===== src/rtl/grant_pkg.sv =====
package grant_pkg;
  typedef enum logic [1:0] {
    LVL_FREE = 2'd0,  // no grant seen yet, decides combinationally
    LVL_PASS = 2'd1,  // grant committed downstream
    LVL_OWN  = 2'd2,  // captured for own use
    LVL_DROP = 2'd3   // captured only to be released
  } lvl_state_e;
endpackage


===== src/rtl/grant_level.sv =====
module grant_level
  import grant_pkg::*;
(
  input  logic clk_i,
  input  logic rst_ni,
  input  logic idle_i,
  input  logic gnt_i,
  input  logic want_use_i,
  input  logic want_drop_i,
  input  logic busy_i,
  output logic gnt_o,
  output logic ack_o
);
  lvl_state_e state_q, state_d;
  logic want;

  assign want = want_use_i | want_drop_i;

  always_comb begin
    state_d = state_q;
    unique case (state_q)
      LVL_FREE: if (gnt_i) state_d = want_use_i ? LVL_OWN : (want_drop_i ? LVL_DROP : LVL_PASS);
      LVL_PASS: if (!gnt_i) state_d = LVL_FREE;
      LVL_DROP: if (!gnt_i) state_d = LVL_FREE;
      LVL_OWN:  if (!gnt_i && !busy_i) state_d = LVL_FREE;
      default:  state_d = LVL_FREE;
    endcase
    if (idle_i) state_d = LVL_FREE;
  end

  always_ff @(posedge clk_i or negedge rst_ni) begin
    if (!rst_ni) state_q <= LVL_FREE;
    else         state_q <= state_d;
  end

  // bypass path stays combinational unless a capture is pending
  assign gnt_o = gnt_i & (idle_i | (state_q == LVL_PASS) | ((state_q == LVL_FREE) & ~want));
  assign ack_o = (state_q == LVL_OWN) | (state_q == LVL_DROP);
endmodule


===== src/rtl/grant_ack_or.sv =====
module grant_ack_or #(
  parameter int unsigned NUM_CH = 5
) (
  input  logic [NUM_CH-1:0] ack_i,
  output logic              ack_o
);
  assign ack_o = |ack_i;
endmodule


===== src/rtl/daisy_grant_slot.sv =====
module daisy_grant_slot #(
  parameter int unsigned NUM_LEVELS = 4
) (
  input  logic                  clk_i,
  input  logic                  rst_ni,
  input  logic                  idle_i,
  input  logic                  passive_en_i,
  input  logic                  npg_link_cut_i,
  input  logic                  bus_npr_i,
  input  logic [NUM_LEVELS-1:0] irq_req_i,
  input  logic                  dma_req_i,
  input  logic [NUM_LEVELS-1:0] bg_i,
  output logic [NUM_LEVELS-1:0] bg_o,
  input  logic                  npg_i,
  output logic                  npg_o,
  output logic                  sack_o
);
  localparam int unsigned NUM_CH = NUM_LEVELS + 1;

  logic [NUM_CH-1:0] ack;
  logic              drop_irq;

  assign drop_irq = passive_en_i & bus_npr_i;

  for (genvar l = 0; l < NUM_LEVELS; l++) begin : g_irq
    grant_level u_lvl (
      .clk_i      (clk_i),
      .rst_ni     (rst_ni),
      .idle_i     (idle_i),
      .gnt_i      (bg_i[l]),
      .want_use_i (irq_req_i[l]),
      .want_drop_i(drop_irq),
      .busy_i     (irq_req_i[l]),
      .gnt_o      (bg_o[l]),
      .ack_o      (ack[l])
    );
  end

  // DMA level: an uncut link captures every grant, passive release never applies
  grant_level u_dma (
    .clk_i      (clk_i),
    .rst_ni     (rst_ni),
    .idle_i     (idle_i),
    .gnt_i      (npg_i),
    .want_use_i (dma_req_i),
    .want_drop_i(~npg_link_cut_i),
    .busy_i     (dma_req_i),
    .gnt_o      (npg_o),
    .ack_o      (ack[NUM_LEVELS])
  );

  grant_ack_or #(.NUM_CH(NUM_CH)) u_ack (
    .ack_i(ack),
    .ack_o(sack_o)
  );
endmodule


===== config.mk =====
export PLATFORM = sky130hd
export DESIGN_NAME = daisy_grant_slot
export DESIGN_NICKNAME = d
export VERILOG_FILES = /design/src/rtl/grant_pkg.sv /design/src/rtl/grant_level.sv /design/src/rtl/grant_ack_or.sv /design/src/rtl/daisy_grant_slot.sv
export SDC_FILE = /design/constraint.sdc
export NUM_CORES = 1
export LEC_CHECK = 0
export ABC_AREA = 1
export BUFFER_PORTS_ARGS = -buffer_cell sky130_fd_sc_hd__clkbuf_2
export CELL_PAD_IN_SITES_DETAIL_PLACEMENT = 1
export CELL_PAD_IN_SITES_GLOBAL_PLACEMENT = 2
export CORE_MARGIN = 4
export CORE_UTILIZATION = 30
export CTS_BUF_LIST = sky130_fd_sc_hd__clkbuf_4 sky130_fd_sc_hd__clkbuf_8
export CTS_CLUSTER_SIZE = 20
export DETAILED_ROUTE_END_ITERATION = 10
export GPL_TIMING_DRIVEN = 0
export PLACE_DENSITY_LB_ADDON = 0.12
export SLEW_MARGIN = 20
export SYNTH_ARGS = -nofsm -noshare
export SYNTH_HDL_FRONTEND = slang
export SYNTH_HIERARCHICAL = 1
export SYNTH_SLANG_ARGS = --single-unit

===== constraint.sdc =====
create_clock -name clk_i -period 1.2 [get_ports clk_i]
set_input_delay 0 -clock clk_i [delete_from_list [all_inputs] [get_ports clk_i]]
set_output_delay 0 -clock clk_i [all_outputs]
set_load 0.01 [all_outputs]

Word level (Yosys, flattened, before mapping)
Cells that the tools add are included.

word-level totals
  output and inout bits = 6
  register bits after elaboration = 10
  logic and storage cells = 135

operators by class
  bitwise logic cells = 37
  eq/ne operators = 30
  multiplexer cells = 32
  reduce and logical (&&, ||, !) cells = 31

operators by type and width
  kind                  count
  $mux W2               27
  $ne A3 B3 Y1 const B  10
  $pmux W2 S3           5
  $eq A2 B2 Y1 const B  10
  $or A1 B1 Y1          20
  $ne A3 B2 Y1 const B  5
  $reduce_and A3 Y1     5
  $and A1 B1 Y1         11
  $eq A2 B1 Y1 const B  5
  $logic_not A1 Y1      10
  $logic_not A2 Y1      5
  $reduce_or A2 Y1      5
  $not A1 Y1            6
  $logic_and A1 B1 Y1   5
  $reduce_or A5 Y1      1

Depth between registers and ports, before layout
Gate-level depths: netlist (run 1).

  word-level depth = 6
  mapped depth = 6

By module
The synthesis (run 1) kept the hierarchy.

modules (own cells, without submodules)
  module            seq. area each (um^2)  area each (um^2)  cells each  times used
  grant_level       50.0                   151.4             22          5
  grant_ack_or      0.0                    16.3              4           1
  daisy_grant_slot  0.0                    11.3              3           1

Worst setup path after synthesis (run 1)
Ideal clock, no wire load.

  kind = flip-flop to flip-flop
  start point = register g_irq[0].u_lvl.state_q[1]
  end point = register g_irq[0].u_lvl.state_q[1]
  buffers on the path = 0
  stages on the path, launching flop included = 5
  setup slack = 388 ps
  library setup time = 117 ps
  clock period less this slack = 812 ps
  arrival = 695 ps
  path through = dfrtp_1 > nor2_2 > a21oi_2 > nand3_1 > nand2_1

on the way
  word-level cells in the longest chain between the ends = 4
  elaborated cells on any way between the ends = 11
  classes of those cells = eq/ne: 6; mux: 2; reduce/logical: 3

RTL lines
  element                                                               line               text
  start, declared                                                       grant_level.sv:14  lvl_state_e state_q, state_d;
  start signal, assigned                                                grant_level.sv:33  else state_q <= state_d;
  $eq A2 B2 Y1 / $eq A2 B1 Y1 (equally long branches)                   grant_level.sv:21  unique case (state_q)
  $reduce_or A2 Y1 (no source line)                                     -
  $ne A3 B3 Y1 (no source line) / $pmux W2 S3 (equally long branches)   -
  $reduce_and A3 Y1 (no source line) / $mux W2 (equally long branches)  -

Parallel ways exist; a longest one is shown, timed or not.
A chain may end at the register's enable or synchronous reset.

Worst setup path after layout (run 1)
  start point = register g_irq[1].u_lvl.state_q[1]
  end point = output port sack_o

on the way
  word-level cells in the longest chain between the ends = 3
  elaborated cells on any way between the ends = 4
  classes of those cells = eq/ne: 2; bitwise: 1; reduce/logical: 1

RTL lines
  element                 line                    text
  start, declared         grant_level.sv:14
  start signal, assigned  grant_level.sv:33
  $eq A2 B2 Y1            grant_level.sv:38       assign ack_o = (state_q == LVL_OWN) | (state_q == LVL_DROP);
  $or A1 B1 Y1 *          grant_level.sv:38
  net ack[1]              daisy_grant_slot.sv:20  logic [NUM_CH-1:0] ack;
  $reduce_or A5 Y1 *      grant_ack_or.sv:7       assign ack_o = |ack_i;
  end, declared           daisy_grant_slot.sv:16  output logic sack_o

The timed path passes the listed nets; every way through them passes the cells marked *.

==> results of run 1 <==
==> power groups by stage <==
stage / Sequential, mW / Combinational, mW / Clock (mW)
CTS: 0.392 / 0.282 / 0.316
global route: 0.394 / 0.332 / 0.336
detailed placement: 0.399 / 0.278 / 0
floorplan: 0.391 / 0.175 / 0
finish: 0.390 / 0.292 / 0.307
global placement: 0.398 / 0.272 / 0
==> layout make-up <==
| type | count | area (um2) | area share |
|---|---|---|---|
| buffer | 5 | 18.8 | 0.0188 |
| tap | 30 | 37.5 | 0.0377 |
| sequential | 10 | 250 | 0.251 |
| multi-input combinational | 69 | 392 | 0.393 |
| inverter | 33 | 124 | 0.124 |
| timing repair buffer | 25 | 138 | 0.138 |
| clock buffer | 4 | 36.3 | 0.0364 |
==> logic make-up after synthesis <==
family / after synthesis / synth area share
simple gates: 49 / 0.300
buf+inv: 38 / 0.182
compound gates: 20 / 0.199
flops: 10 / 0.319
==> tightest hold or removal path: stages <==
cell and delay (ns):
clkbuf_2 0.12, inv_2 0.08, o31ai_2 0.05
==> flip-flops by register name, summed over array words and instances, names as in the netlist <==
| name | cells |
|---|---|
| u_dma/state_q | 2 |
| g_irq.u_lvl/state_q | 8 |
==> how the worst min path moves through the flow <==
stage	from	end	slack (ns)	cells past startpoint
3_5_place_dp	rst_ni	g_irq[1].u_lvl/state_q[1]$_DFFE_PN0P_	-0.12	1
5_1_grt	bg_i[1]	g_irq[1].u_lvl/state_q[0]$_DFFE_PN0P_	0.008	3
4_1_cts	bg_i[1]	g_irq[1].u_lvl/state_q[0]$_DFFE_PN0P_	0.006	3
3_3_place_gp	rst_ni	u_dma/state_q[1]$_DFFE_PN0P_	-0.12	1
6_report	bg_i[1]	g_irq[1].u_lvl/state_q[0]$_DFFE_PN0P_	0.01	3
2_1_floorplan	rst_ni	g_irq[0].u_lvl/state_q[0]$_DFFE_PN0P_	-0.30	0
==> metrics by stage <==
step / cells / hold WS, ns / instance area [um2] / util / setup WS [ns]
after floorplan: 117 / -0.296 / 785 / - / 0.388
after global placement: 168 / -0.124 / 927 / 0.374 / 0.308
after detailed placement: 168 / -0.121 / 927 / 0.374 / 0.288
after CTS: 173 / 0.00576 / 973 / 0.393 / 0.0502
after global routing: 176 / 0.00829 / 996 / 0.402 / -0.0130
final: 176 / 0.0100 / 996 / 0.402 / 0.0686
==> repair_timing <==
action | 4_1_cts | 5_1_grt
resized for setup | 0 | 4
endpoints found under the hold margin | 10 | 0
buffers inserted | 0 | 3
setup endpoints to repair | 0 | 6
hold buffers | 1 | 0
==> per-layer routing <==
metal  track usage  vias to the layer above  share of wire
met2         0.205                       16           0.50
met4        0.0194                        0         0.0010
met3        0.0392                        2          0.052
met5             0                        -              0
li1              -                      428              -
met1         0.140                      380           0.44
==> synth_stat cells <==
| cell type | number | area [um2] |
|---|---|---|
| clkbuf_1 | 5 | 18.8 |
| a21oi_2 | 5 | 43.8 |
| nand4_1 | 10 | 62.6 |
| nand2_1 | 16 | 60.1 |
| o21ai_0 | 5 | 25.0 |
| inv_1 | 28 | 105 |
| nand3_1 | 11 | 55.1 |
| nor2_1 | 7 | 26.3 |
| inv_2 | 5 | 18.8 |
| a21oi_1 | 5 | 25.0 |
| nor2_2 | 5 | 31.3 |
| dfrtp_1 | 10 | 250 |
| o31ai_2 | 5 | 62.6 |
==> results by group, run 1 <==
GRT
  – Largest net degree at the start of global routing: 16
  – GRT Overall Usage: 0.117
  – Vias in the first global route: 777
  – First-pass GRT wire length: 3.15 mm
  – Grt ovf: 0
  – Initial antenna violation count: 0

Yosys
  – Synth Cell Area: 785 um2
  – Flops & latches, synth: 10
  – Syn Inst Count: 117
  – Yosys warns: 6
  – Syn Area/Cell: 6.71 um2
  – Yosys cell types: 13
  – Post-synthesis sequential area ratio: 0.319
  – Net Count, Synth: 133

Placed design
  – # port buffers: 21
  – DPL Wire Length: 1.60 mm
  – GP Congestion: 0.801

STA
  – Fin. max-slew vios: 0
  – Final setup vio count: 0
  – Final hold vios: 0
  – RSZ-0062 raised after global routing: yes
  – Period utilization: 0.943
  – Post-route setup TNS: 0 ns
  – Skew final: 0.000102 ns
  – Minimum clock period after layout: 1.13 ns
  – Worst slew pin tran: 0.442 ns
  – Relative slew margins: 0.705
  – Fmax achieved: 884 MHz

Worst setup path
  – Crit-path max cell delay: 0.43 ns
  – Critical path class: reg -> out
  – FF-to-FF End: g_irq[0].u_lvl/state_q[1]$_DFFE_PN0P_
  – Levels on crit path: 4
  – Startpoint types: flip-flop
  – WP data required: 1.20 ns
  – Buffers & Inverters on Critical Path: 2
  – Worst Path Arrival: 1.13 ns
  – Crit path max fanout: 4
  – Slowest CP cell: dfrtp_1
  – Family with the most delay on the worst path: flip-flops
  – Critical Path, Cell by Cell: clkbuf_1, nor2_1, nand3_1, clkbuf_2
  – Worst Setup End Kind: output pin
  – FF-to-FF path depth: 5
  – Crit. Startpoint: g_irq[1].u_lvl/state_q[1]$_DFFE_PN0P_
  – R2r setup slk: 0.17 ns
  – Worst flop-to-flop path startpoint: g_irq[0].u_lvl/state_q[1]$_DFFE_PN0P_
  – Worst setup endpoint: sack_o

Cells and area
  – Diodes inserted: 0
  – Share of cells above drive strength 1: 0.336
  – Commonest non-fill, non-tap cell in the layout: inv_1
  – Most frequent cells in the layout: 27 x inv_1, 19 x clkbuf_2, 16 x nand2_1
  – Fillers: 335
  – P&R area growth vs syn: 27.0%
  – Final net count: 163

Floorplan
  – Rows: 18
  – Placeable Area: 2480 um2
  – Die height: 59.1 um
  – IO Count: 22
  – Die ar.: 3500 um2
  – Die W: 59.1 um
  – Starting density of the core: 0.317

Min path
  – Hold Crit Class: in -> reg

Route
  – Drt first pass iters: 2
  – Post-route ant nets: 0
  – Post-route DRC: 0
  – Routed wire per std cell: 11.0 um
  – Vias post-DR: 826
  – DRT Wirelength: 1.93 mm
  – Vias per inst: 4.69
  – Initial DRC count: 2

Run status
  – Status: completed

Clocking
  – H-Tree Depth: 1
  – Clk buf depth: 2
  – Root Driver: clkbuf_4
  – Clk slew on worst S/H paths: 0.07 ns
  – Clk_lat worst skew: 0.27 ns
  – CTS tree: built
  – Sink Count: 10
  – Total CTS buffers: 3

Pwr
  – NetSw: 0.320 mW
  – PD cells: 992 nW/um2
  – Total power: 0.988 mW
  – Leak pwr: 0.558 nW
  – Internal power: 0.668 mW
  – Combinational Power Share: 0.295
  – Switching share of power: 0.324
  – Clock share of power: 0.310
  – Peak VDD IR: 0.669 mV
  – Seq pwr share: 0.395

Flow run
  – Max Cap Viol: 0
(Power assumes the default switching activity.)
==> inputs of run 2 (changes only) <==
--- a/config.mk
+++ b/config.mk
@@ -9,8 +9,8 @@
 export BUFFER_PORTS_ARGS = -buffer_cell sky130_fd_sc_hd__clkbuf_2
 export CELL_PAD_IN_SITES_DETAIL_PLACEMENT = 1
 export CELL_PAD_IN_SITES_GLOBAL_PLACEMENT = 2
-export CORE_MARGIN = 4
-export CORE_UTILIZATION = 30
+export CORE_MARGIN = 1.5
+export CORE_UTILIZATION = 28
 export CTS_BUF_LIST = sky130_fd_sc_hd__clkbuf_4 sky130_fd_sc_hd__clkbuf_8
 export CTS_CLUSTER_SIZE = 20
 export DETAILED_ROUTE_END_ITERATION = 10
==> constraint.sdc (replaced) <==
create_clock -name clk_i -period 1.05 [get_ports clk_i]
set_input_delay 0 -clock clk_i [delete_from_list [all_inputs] [get_ports clk_i]]
set_output_delay 0 -clock clk_i [all_outputs]
set_load 0.01 [all_outputs]
==> results by group, run 2 (same netlist as run 1, synthesis figures left out) <==
Run status
  – Status: finished, violations left
  – Failing checks: negative setup slack

Worst setup path
  – FF-to-FF path depth: 7
  – WP data required: 1.05 ns
  – FF-to-FF End: g_irq[3].u_lvl/state_q[1]$_DFFE_PN0P_
  – Worst flop-to-flop path startpoint: g_irq[3].u_lvl/state_q[1]$_DFFE_PN0P_
  – Startpoint types: flip-flop
  – Crit path max fanout: 4
  – Critical path class: reg -> out
  – Worst Setup End Kind: output pin
  – Worst Path Arrival: 1.11 ns
  – R2r setup slk: 0 ns

GRT
  – Initial antenna violation count: 0
  – Largest net degree at the start of global routing: 16
  – Grt ovf: 0
  – Vias in the first global route: 898
  – First-pass GRT wire length: 3.76 mm
  – GRT Overall Usage: 0.150

Clocking
  – CTS tree: built
  – Sink Count: 10
  – H-Tree Depth: 1
  – Root Driver: clkbuf_4
  – Total CTS buffers: 3
  – Clk_lat worst skew: 0.26 ns
  – Clk buf depth: 2
  – Clk slew on worst S/H paths: 0.07 ns

Cells and area
  – Top reg by flops: g_irq.u_lvl/state_q
  – P&R area growth vs syn: 41.9%
  – Post-Layout Cell Count: 184
  – Final net count: 170
  – Share of cells above drive strength 1: 0.458
  – Largest registers: g_irq.u_lvl/state_q (8), u_dma/state_q (2)
  – Max FFs per register: 8
  – Most frequent cells in the layout: 24 x inv_1, 16 x clkbuf_2, 14 x nand2_1
  – Commonest non-fill, non-tap cell in the layout: inv_1
  – Diodes inserted: 0
  – Fin util: 0.411
  – Fillers: 355

Route
  – DRT Wirelength: 2.19 mm
  – Initial DRC count: 20
  – Post-route DRC: 0
  – Post-route ant nets: 0
  – Vias post-DR: 903
  – Vias per inst: 4.91
  – Routed wire per std cell: 11.9 um
  – Drt first pass iters: 4

STA
  – Final hold vios: 0
  – Worst slew pin tran: 0.458 ns
  – Skew final: 0.000110 ns
  – Period utilization: 1.05
  – RSZ-0062 raised after global routing: yes
  – Fin. max-slew vios: 0
  – Minimum clock period after layout: 1.11 ns
  – Final setup vio count: 6
  – Final worst setup slack: -0.0576 ns
  – Relative slew margins: 0.695
  – Fmax achieved: 903 MHz

Floorplan
  – Placeable Area: 2710 um2
  – Die ar.: 3130 um2
  – Starting density of the core: 0.289
  – Die W: 55.9 um
  – Rows: 19
  – Die height: 55.9 um
  – IO Count: 22

Flow run
  – Max Cap Viol: 0

Placed design
  – GP Congestion: 0.798
  – DPL Wire Length: 1.61 mm
  – Post-Place Cells: 169
  – # port buffers: 21

Pwr
  – Peak VDD IR: 0.937 mV
  – Leak pwr: 0.604 nW
  – PD cells: 1090 nW/um2

Min path
  – Hold Startpoint: npg_i
  – Hold Crit Class: in -> reg
  – Min-Delay Path Depth: 3
  – Hold endpoint: u_dma/state_q[0]$_DFFE_PN0P_
[run 2: cell count changes in the layout (fill, tap and decap cells not counted), sizes merged]
cell    previous run  this run
clkbuf            28        25
buf                5        15
[run 2: worst max-delay path by stage]
stage                                           from                                    end  cells after the start  slack [ns]
3_3_place_gp            u_dma/state_q[1]$_DFFE_PN0P_           u_dma/state_q[1]$_DFFE_PN0P_                      4        0.15
6_report       g_irq[3].u_lvl/state_q[1]$_DFFE_PN0P_                                bg_o[3]                      4       -0.06
4_1_cts                 u_dma/state_q[1]$_DFFE_PN0P_                                  npg_o                      4       -0.09
5_1_grt        g_irq[3].u_lvl/state_q[1]$_DFFE_PN0P_                                 sack_o                      4       -0.15
2_1_floorplan  g_irq[0].u_lvl/state_q[1]$_DFFE_PN0P_  g_irq[0].u_lvl/state_q[1]$_DFFE_PN0P_                      4        0.24
3_5_place_dp   g_irq[1].u_lvl/state_q[1]$_DFFE_PN0P_  g_irq[1].u_lvl/state_q[1]$_DFFE_PN0P_                      4        0.14
[run 2: metal layers]
metal / share of wire / up-vias / track usage
met5: 0 / - / 0
met4: 0.016 / 0 / 0.0272
met3: 0.047 / 6 / 0.0465
met2: 0.51 / 22 / 0.257
met1: 0.43 / 429 / 0.187
li1: - / 446 / -
[run 2: timing repair]
action                                  in CTS  in global routing
hold buffers                                 1                  0
pin swaps                                    6                 12
endpoints found under the hold margin       10                  0
buffers inserted                             8                  4
endpoints found under the setup margin       6                 11
gates resized for setup                      4                 26
[run 2: area by class of cell]
type / instances / area [um2] / share of cell area
Multi-Input combinational cell: 69 / 447 / 0.401
Clock buffer: 4 / 36.3 / 0.0326
Tap cell: 31 / 38.8 / 0.0348
Sequential cell: 10 / 251 / 0.226
Inverter: 33 / 124 / 0.111
Buffer: 5 / 18.8 / 0.0169
Timing Repair Buffer: 32 / 198 / 0.178
[run 2: power breakdown]
part / total, mW / leakage (nW) / switching, mW / internal [mW]
clock network: 0.345 / 0.0210 / 0.135 / 0.210
logic: 0.419 / 0.450 / 0.232 / 0.187
registers: 0.451 / 0.132 / 0.0358 / 0.415
total: 1.22 / 0.604 / 0.403 / 0.812
[run 2: metrics by stage]
| stage | setup WS (ns) | hold slack (ns) | power (mW) | TNS [ns] | area (um2) |
|---|---|---|---|---|---|
| detailed placement | 0.137 | -0.122 | 0.776 | 0 | 928 |
| CTS | -0.0947 | 0.0212 | 1.17 | -0.411 | 1030 |
| global placement | 0.151 | -0.125 | 0.767 | 0 | 928 |
| floorplan | 0.238 | -0.296 | 0.646 | 0 | 785 |
| global route | -0.147 | 0.0288 | 1.32 | -0.722 | 1110 |
| finish | -0.0576 | 0.0290 | 1.22 | -0.169 | 1110 |
[run 2: critical path, cell delays in order, from the launching register on]
cell	delay [ns]
dfrtp_1	0.42
inv_2	0.07
o21ai_1	0.06
a21oi_1	0.15
buf_2	0.14
==> inputs of run 3 (changes only) <==
--- a/config.mk
+++ b/config.mk
@@ -16,6 +16,7 @@
 export DETAILED_ROUTE_END_ITERATION = 10
 export GPL_TIMING_DRIVEN = 0
 export PLACE_DENSITY_LB_ADDON = 0.12
+export SKIP_LAST_GASP = 1
 export SLEW_MARGIN = 20
 export SYNTH_ARGS = -nofsm -noshare
 export SYNTH_HDL_FRONTEND = slang
==> results by group, run 3 (same netlist as run 1, synthesis figures left out) <==
Route
  – Vias per inst: 4.90
  – Drt first pass iters: 4
  – DRT Wirelength: 2.18 mm
  – Post-route ant nets: 0
  – Vias post-DR: 901
  – Initial DRC count: 18
  – Post-route DRC: 0
  – Routed wire per std cell: 11.9 um

STA
  – Final worst setup slack: -0.0775 ns
  – Worst slew pin tran: 0.457 ns
  – RSZ-0062 raised after global routing: yes
  – Fin. max-slew vios: 0
  – Skew final: 0.000110 ns
  – Fmax achieved: 887 MHz
  – Period utilization: 1.07
  – Relative slew margins: 0.695
  – Final setup vio count: 5
  – Final hold vios: 0
  – Minimum clock period after layout: 1.13 ns

Clocking
  – Sink Count: 10
  – CTS tree: built
  – Root Driver: clkbuf_4
  – Clk slew on worst S/H paths: 0.07 ns
  – Clk buf depth: 2
  – Total CTS buffers: 3
  – H-Tree Depth: 1
  – Clk_lat worst skew: 0.26 ns

Cells and area
  – Final net count: 170
  – Finished Cell Area: 1110 um2
  – Largest registers: g_irq.u_lvl/state_q (8), u_dma/state_q (2)
  – Commonest non-fill, non-tap cell in the layout: inv_1
  – Share of cells above drive strength 1: 0.451
  – Most frequent cells in the layout: 24 x inv_1, 16 x clkbuf_2, 14 x nand2_1
  – Max FFs per register: 8
  – P&R area growth vs syn: 41.1%
  – Top reg by flops: g_irq.u_lvl/state_q
  – Diodes inserted: 0

Pwr
  – Switching share of power: 0.331
  – Clock share of power: 0.285
  – Seq pwr share: 0.371
  – Combinational Power Share: 0.343
  – NetSw: 0.400 mW
  – Internal power: 0.809 mW
  – PD cells: 1090 nW/um2
  – Leak pwr: 0.603 nW
  – Peak VDD IR: 0.937 mV

Floorplan
  – Die W: 55.9 um
  – Starting density of the core: 0.289
  – IO Count: 22
  – Die ar.: 3130 um2
  – Die height: 55.9 um
  – Rows: 19
  – Placeable Area: 2710 um2

Placed design
  – DP Area: 928 um2
  – # port buffers: 21
  – GP Congestion: 0.798
  – DPL Wire Length: 1.61 mm
  – Place WS: 0.137 ns

Worst setup path
  – Slowest CP cell: dfrtp_1
  – Critical Path, Cell by Cell: inv_2, o21ai_0, a21oi_1, buf_2
  – Worst Setup End Kind: output pin
  – Worst Path Arrival: 1.13 ns
  – Startpoint types: flip-flop
  – Crit-path max cell delay: 0.42 ns
  – WP data required: 1.05 ns
  – Critical path class: reg -> out
  – R2r setup slk: 0 ns
  – Crit path max fanout: 4

Run status
  – Status: finished, violations left
  – Failing checks: negative setup slack

GRT
  – Vias in the first global route: 898
  – Grt ovf: 0
  – First-pass GRT wire length: 3.76 mm
  – Initial antenna violation count: 0
  – GRT Overall Usage: 0.150
  – Largest net degree at the start of global routing: 16

Flow run
  – Max Cap Viol: 0

Min path
  – Hold Crit Class: in -> reg
[run 3: final cells by class]
class	count	area, um2
fill	353	1600
buffer	5	18.8
multi-input combinational	69	442
clock buffer	4	36.3
inverter	33	124
tap	31	38.8
timing repair buffer	32	198
sequential	10	250
[run 3: power groups by stage]
stage / Sequential (mW) / Clock (mW) / Combinational (mW)
after floorplan: 0.447 / 0 / 0.200
after global placement: 0.455 / 0 / 0.312
after detailed placement: 0.455 / 0 / 0.321
after CTS: 0.445 / 0.358 / 0.370
after global routing: 0.454 / 0.390 / 0.466
final: 0.449 / 0.345 / 0.415
[run 3: critical path: cells and delay by family (launching register included)]
kind | cells | cell delay, ns
compound gates | 2 | 0.23
buf+inv | 2 | 0.21
flops | 1 | 0.42
[run 3: layer usage]
layer  global-route usage  part of all wire
met1                0.187              0.43
met2                0.257              0.50
met3               0.0465             0.047
met4               0.0272             0.016
met5                    0                 0
[run 3: path summary, 6_finish.rpt]
kind / start / to / depth (start not counted)
max reg2reg: g_irq[3].u_lvl/state_q[1]$_DFFE_PN0P_ / g_irq[3].u_lvl/state_q[1]$_DFFE_PN0P_ / 7
min in group asynchronous: rst_ni / u_dma/state_q[1]$_DFFE_PN0P_ / 2
min reg2reg: g_irq[3].u_lvl/state_q[0]$_DFFE_PN0P_ / g_irq[3].u_lvl/state_q[1]$_DFFE_PN0P_ / 3
min: npg_i / u_dma/state_q[0]$_DFFE_PN0P_ / 3
max: g_irq[3].u_lvl/state_q[1]$_DFFE_PN0P_ / bg_o[3] / 4
max in group asynchronous: rst_ni / g_irq[0].u_lvl/state_q[1]$_DFFE_PN0P_ / 2
[run 3: what timing repair did]
item / 4_1_cts / 5_1_grt
buffers inserted: 8 / 4
resized for setup: 4 / 23
pin swaps: 6 / 12
setup endpoints to repair: 6 / 11
hold buffers: 1 / 0
endpoints found under the hold margin: 10 / 0
gates cloned: 0 / 0
[run 3: per-stage QoR]
step / setup TNS [ns] / instances / total power, mW / hold slack, ns / util
final: -0.184 / 184 / 1.21 / 0.0290 / 0.409
after global routing: -0.768 / 184 / 1.31 / 0.0286 / 0.409
after CTS: -0.411 / 182 / 1.17 / 0.0212 / 0.382
after detailed placement: 0 / 169 / 0.776 / -0.122 / 0.343
after global placement: 0 / 169 / 0.767 / -0.125 / 0.343
after floorplan: 0 / 117 / 0.646 / -0.296 / -
